<file path="src/rtl/irqagg_pkg.sv">
package irqagg_pkg;
  localparam int unsigned SRC_N_DEF = 32;
  localparam int unsigned ADDR_W    = 2;
  localparam logic [31:0] EDGE_CLASS_DEF = 32'h71CF_0000;

  typedef enum logic [ADDR_W-1:0] {
    RA_STATUS = 2'd0,
    RA_ENABLE = 2'd1,
    RA_LATCH  = 2'd2,
    RA_SWREQ  = 2'd3
  } reg_addr_e;
endpackage

</file>
<file path="src/rtl/irqagg_capture.sv">
module irqagg_capture #(
  parameter int unsigned N = 32,
  parameter logic [N-1:0] EDGE_CLASS = '0
) (
  input  logic         clk,
  input  logic         rst_n,
  input  logic [N-1:0] src_i,
  input  logic         latch_we_i,
  input  logic [N-1:0] latch_wdata_i,
  output logic [N-1:0] samp_o,
  output logic [N-1:0] latch_o,
  output logic [N-1:0] rise_o
);
  logic [N-1:0] samp_q;
  logic [N-1:0] latch_q;
  logic [N-1:0] base_w;
  logic [N-1:0] latch_d;

  assign rise_o  = src_i & ~samp_q & EDGE_CLASS;
  assign base_w  = latch_we_i ? latch_wdata_i : latch_q;
  assign latch_d = (base_w | rise_o) & EDGE_CLASS;

  always_ff @(posedge clk) begin
    if (!rst_n) begin
      samp_q  <= '0;
      latch_q <= '0;
    end else begin
      samp_q  <= src_i;
      latch_q <= latch_d;
    end
  end

  assign samp_o  = samp_q;
  assign latch_o = latch_q;
endmodule

</file>
<file path="src/rtl/irqagg_regs.sv">
module irqagg_regs
  import irqagg_pkg::*;
#(
  parameter int unsigned N = 32
) (
  input  logic              clk,
  input  logic              rst_n,
  input  logic [ADDR_W-1:0] addr_i,
  input  logic              we_i,
  input  logic [N-1:0]      wdata_i,
  input  logic [N-1:0]      status_i,
  input  logic [N-1:0]      latch_i,
  output logic [N-1:0]      enable_o,
  output logic [N-1:0]      swreq_o,
  output logic [N-1:0]      rdata_o
);
  reg_addr_e    sel;
  logic [N-1:0] enable_q;
  logic [N-1:0] swreq_q;
  logic [N-1:0] rdata_q;
  logic [N-1:0] rd_mux;

  assign sel = reg_addr_e'(addr_i);

  always_comb begin
    case (sel)
      RA_STATUS: rd_mux = status_i;
      RA_ENABLE: rd_mux = enable_q;
      RA_LATCH:  rd_mux = latch_i;
      default:   rd_mux = swreq_q;
    endcase
  end

  always_ff @(posedge clk) begin
    if (!rst_n) begin
      enable_q <= '0;
      swreq_q  <= '0;
      rdata_q  <= '0;
    end else begin
      rdata_q <= rd_mux;
      if (we_i && sel == RA_ENABLE) enable_q <= wdata_i;
      if (we_i && sel == RA_SWREQ)  swreq_q  <= wdata_i;
    end
  end

  assign enable_o = enable_q;
  assign swreq_o  = swreq_q;
  assign rdata_o  = rdata_q;
endmodule

</file>
<file path="src/rtl/irqagg_prio.sv">
module irqagg_prio #(
  parameter int unsigned N  = 32,
  parameter int unsigned IW = 5
) (
  input  logic [N-1:0]  vec_i,
  output logic [IW-1:0] idx_o,
  output logic          any_o
);
  logic [N:0]   seen;
  logic [N-1:0] first;

  assign seen[0] = 1'b0;

  for (genvar g = 0; g < N; g++) begin : g_chain
    assign seen[g+1] = seen[g] | vec_i[g];
    assign first[g]  = vec_i[g] & ~seen[g];
  end

  always_comb begin
    idx_o = '0;
    for (int i = 0; i < N; i++) begin
      if (first[i]) idx_o = idx_o | IW'(i);
    end
  end

  assign any_o = seen[N];
endmodule

</file>
<file path="src/rtl/irqagg_top.sv">
module irqagg_top
  import irqagg_pkg::*;
#(
  parameter int unsigned N_SRC = SRC_N_DEF,
  parameter logic [N_SRC-1:0] EDGE_CLASS = EDGE_CLASS_DEF[N_SRC-1:0],
  localparam int unsigned IDX_W = $clog2(N_SRC)
) (
  input  logic              clk,
  input  logic              rst_n,
  input  logic [N_SRC-1:0]  src_i,
  input  logic [ADDR_W-1:0] addr_i,
  input  logic              we_i,
  input  logic [N_SRC-1:0]  wdata_i,
  output logic [N_SRC-1:0]  rdata_o,
  output logic              irq_o,
  output logic [IDX_W-1:0]  pend_idx_o,
  output logic              pend_valid_o
);
  logic [N_SRC-1:0] samp_w;
  logic [N_SRC-1:0] latch_w;
  logic [N_SRC-1:0] rise_w;
  logic [N_SRC-1:0] enable_w;
  logic [N_SRC-1:0] swreq_w;
  logic [N_SRC-1:0] status_w;
  logic [N_SRC-1:0] masked_w;
  logic             latch_wr_w;

  assign latch_wr_w = we_i && (reg_addr_e'(addr_i) == RA_LATCH);

  irqagg_capture #(.N(N_SRC), .EDGE_CLASS(EDGE_CLASS)) u_capture (
    .clk           (clk),
    .rst_n         (rst_n),
    .src_i         (src_i),
    .latch_we_i    (latch_wr_w),
    .latch_wdata_i (wdata_i),
    .samp_o        (samp_w),
    .latch_o       (latch_w),
    .rise_o        (rise_w)
  );

  assign status_w = (samp_w & ~EDGE_CLASS) | latch_w | swreq_w;
  assign masked_w = status_w & enable_w;
  assign irq_o    = |masked_w;

  irqagg_regs #(.N(N_SRC)) u_regs (
    .clk      (clk),
    .rst_n    (rst_n),
    .addr_i   (addr_i),
    .we_i     (we_i),
    .wdata_i  (wdata_i),
    .status_i (status_w),
    .latch_i  (latch_w),
    .enable_o (enable_w),
    .swreq_o  (swreq_w),
    .rdata_o  (rdata_o)
  );

  irqagg_prio #(.N(N_SRC), .IW(IDX_W)) u_prio (
    .vec_i (masked_w),
    .idx_o (pend_idx_o),
    .any_o (pend_valid_o)
  );
endmodule

</file>
<file path="config.mk">
export PLATFORM = sky130hd
export DESIGN_NAME = irqagg_top
export DESIGN_NICKNAME = d
export VERILOG_FILES = /design/src/rtl/irqagg_pkg.sv /design/src/rtl/irqagg_capture.sv /design/src/rtl/irqagg_regs.sv /design/src/rtl/irqagg_prio.sv /design/src/rtl/irqagg_top.sv
export SDC_FILE = /design/constraint.sdc
export NUM_CORES = 1
export LEC_CHECK = 0
export ABC_AREA = 1
export CAP_MARGIN = 20
export CORE_MARGIN = 5
export CORE_UTILIZATION = 59
export DETAILED_ROUTE_END_ITERATION = 10
export HOLD_SLACK_MARGIN = 0.06
export PLACE_DENSITY_LB_ADDON = 0.2
export SYNTH_ARGS = -nofsm -noshare
export SYNTH_HDL_FRONTEND = slang
export SYNTH_HIERARCHICAL = 1
export SYNTH_SLANG_ARGS = --single-unit
export TNS_END_PERCENT = 20
</file>
<file path="constraint.sdc">
create_clock -name clk -period 5.6 [get_ports clk]
set_clock_uncertainty 0.2 [all_clocks]
set_input_delay 1.68 -clock clk [delete_from_list [all_inputs] [get_ports clk]]
set_output_delay 1.68 -clock clk [all_outputs]
set_load 0.01 [all_outputs]
</file>
==> run_results.csv <==
group,metric,value,unit
outcome,status,"completed",
sta,maxSlewViolCount,0,
clock_tree,clockBufferDepth,2,
logic_synthesis,synthCells,1119,
sta,finalSetupViolCount,0,
clock_tree,ctsHoldBuffers,0,
pwr,switching_share,0.261,
sta,rsz0062_at_grt,"false",
clock_tree,cts_tree,"done",
sta,max_freq,202,MHz
pwr,leakage,4.65,nW
sta,hold_slack,275,ps
setup_path,cp_slowest_cell,"clkdlybuf4s50_1",
hold_path,hp-class,"reg2reg",
die,coreArea,12000,um^2
drt,first_pass_iters,7,
clock_tree,ctsRootBufferMaster,"clkbuf_16",
pwr,p_sw,0.694,mW
drt,wl,18.1,mm
final_layout,drive_gt1_frac,0.0677,
die,io_pins,108,
global_routing,track_usage,0.258,
final_layout,fillers,984,
pwr,p_per_area,304,nW/um^2
clock_tree,post_cts_resize_count,0,
sta,worstMarginPinSlew,981,ps
job,drv_cap,0,
pwr,pwr-share-clk,0.436,
global_routing,antenna_found_initial,0,
placement,portBuffers,107,
setup_path,path_class,"reg2out",
logic_synthesis,synth.avg_cell_area,6.45,um^2
final_layout,fin_area,8720,um^2
global_routing,grt_use_met3,0.0659,
sta,finalHoldViolations,0,
final_layout,diodes,0,
setup_path,start_kind,"register",
setup_path,critical_path.top_delay_family,"simple AND/OR/NAND/NOR gates",
placement,routabilityCongestion,0.895,
global_routing,grt_pass1_wl,30.5,mm
setup_path,path_cells,"nor2_1, nand2_1, nand2_1, inv_1, nor2_2, nand2_2, nor2_2, nand4_4, nor2_4, nand4_2, nor2_4, nand4_1, nor2_1, nor2_1, nand3_1, clkdlybuf4s50_1",
setup_path,cp.required,3720,ps
die,die_h,121,um
clock_tree,cts_setup_buffers,0,
sta,maxSlewHeadroom,0.344,
drt,wl_per_cell,13.3,um
placement,hpwl,11.4,mm
clock_tree,cts_buffers,17,
global_routing,grt_use_met1,0.329,
clock_tree,cts.sinks,138,
die,start_util,0.601,
global_routing,grt.met2_usage,0.410,
pwr,combPwrFrac,0.165,
global_routing,grt_max_degree,75,
die,die_x,121,um
setup_path,worstSetupEndpointType,"primary output",
drt,via_per_inst,5.13,
placement,placed_cell_area,8110,um^2
clock_tree,cts-htree-levels,4,
die,die_area,14500,um^2
clock_tree,insertion_delay,420,ps
pwr,power.internal,1.96,mW
setup_path,critPathMaxStageDelay,560,ps
drt,drt_iter0_markers,661,
logic_synthesis,yosys_warnings,6,
drt,drc,0,
sta,tns,0,ps
drt,ant_nets,0,
setup_path,cpMostUsedCell,"nor2_1",
sta,fin_crit,4940,ps
logic_synthesis,netlist_area,7220,um^2
global_routing,globalRoute.busiestLayer,"met2",
setup_path,crit_arrival,3060,ps
final_layout,syn_to_final_growth,20.9,%
global_routing,first_global_vias,6605,
placement,dp_cells,1326,
setup_path,worst-path-buf-inv,2,
sta,post-route-period-util,0.883,
final_layout,nets,1267,
setup_path,path_max_fanout,6,
final_layout,final_cells,1358,
drt,vias,6967,
global_routing,grt-ovfl-total,0,
pwr,vdd_drop_max,0.319,mV
clock_tree,clk_pin_slew,60,ps
die,std_cell_rows,40,
pwr,p_seq_frac,0.399,
## final timing paths
kind                          from             endpoint  slack [ps]  cells past startpoint
max            u_capture/samp_o[9]        pend_idx_o[4]         660                     16
max reg2reg  u_capture/latch_o[16]   u_regs/rdata_o[16]        4380                      5
min reg2reg    u_regs/enable_o[24]  u_regs/enable_o[24]         280                      2
min            u_regs/enable_o[24]  u_regs/enable_o[24]         280                      2
## through the flow
step                total power, mW   util  worst slack (ps)
floorplan                      1.36      -              1910
global placement               1.50  0.675              1220
detailed placement             1.51  0.675              1140
CTS                            2.66  0.726               661
global route                   2.77  0.726               411
finish                         2.65  0.726               658
## area by class of cell
cell class	count	area [um^2]	share of cell area
sequential	138	2760	0.317
multi-input combinational	732	3300	0.379
clock inverter	10	141	0.0162
tap	147	184	0.0211
timing repair buffer	117	1140	0.130
inverter	192	721	0.0826
clock buffer	22	474	0.0544
## layout by cell type (no fill, tap or decap), types with 2 or more instances in the layout
master	instances
a21oi_1	66
nand4_1	36
dfxtp_1	138
nor3_1	2
conb_1	22
nand3_2	2
clkinvlp_4	5
or2_4	6
nand2_4	3
nor2_4	5
buf_2	2
bufinv_16	3
o21ai_1	4
clkbuf_16	17
nand2_1	316
clkbuf_1	2
nor2_1	120
nor2_2	4
nand3b_1	5
buf_4	10
inv_1	186
nand2_2	10
clkdlybuf4s50_1	105
or2_1	4
o21ai_0	32
nand3_1	87
clkbuf_8	3
inv_2	6
## power by group through the flow
stage          Combinational [mW]  Clock (mW)  Sequential (mW)
6_report                    0.438        1.16             1.06
4_1_cts                     0.436        1.17             1.06
2_1_floorplan               0.273           0             1.09
5_1_grt                     0.489        1.21             1.07
3_3_place_gp                0.425           0             1.08
3_5_place_dp                0.431           0             1.08
## tightest hold or removal path, cell delays in order, from the launching register on
cell and delay [ps]:
dfxtp_1 310, nand2_1 60, a21oi_1 50
## state kept, by name (all words and copies together) (netlist names)
register           cells
u_regs/rdata_o        32
u_regs/enable_o       32
u_regs/swreq_o        32
u_capture/latch_o     10
u_capture/samp_o      32
## routing by layer
metal | wire (um) | up-vias
met5 | 0 | -
met3 | 1450 | 57
met4 | 561 | 0
li1 | - | 3541
met2 | 8200 | 271
met1 | 7860 | 3098
(Power assumes the default switching activity.)
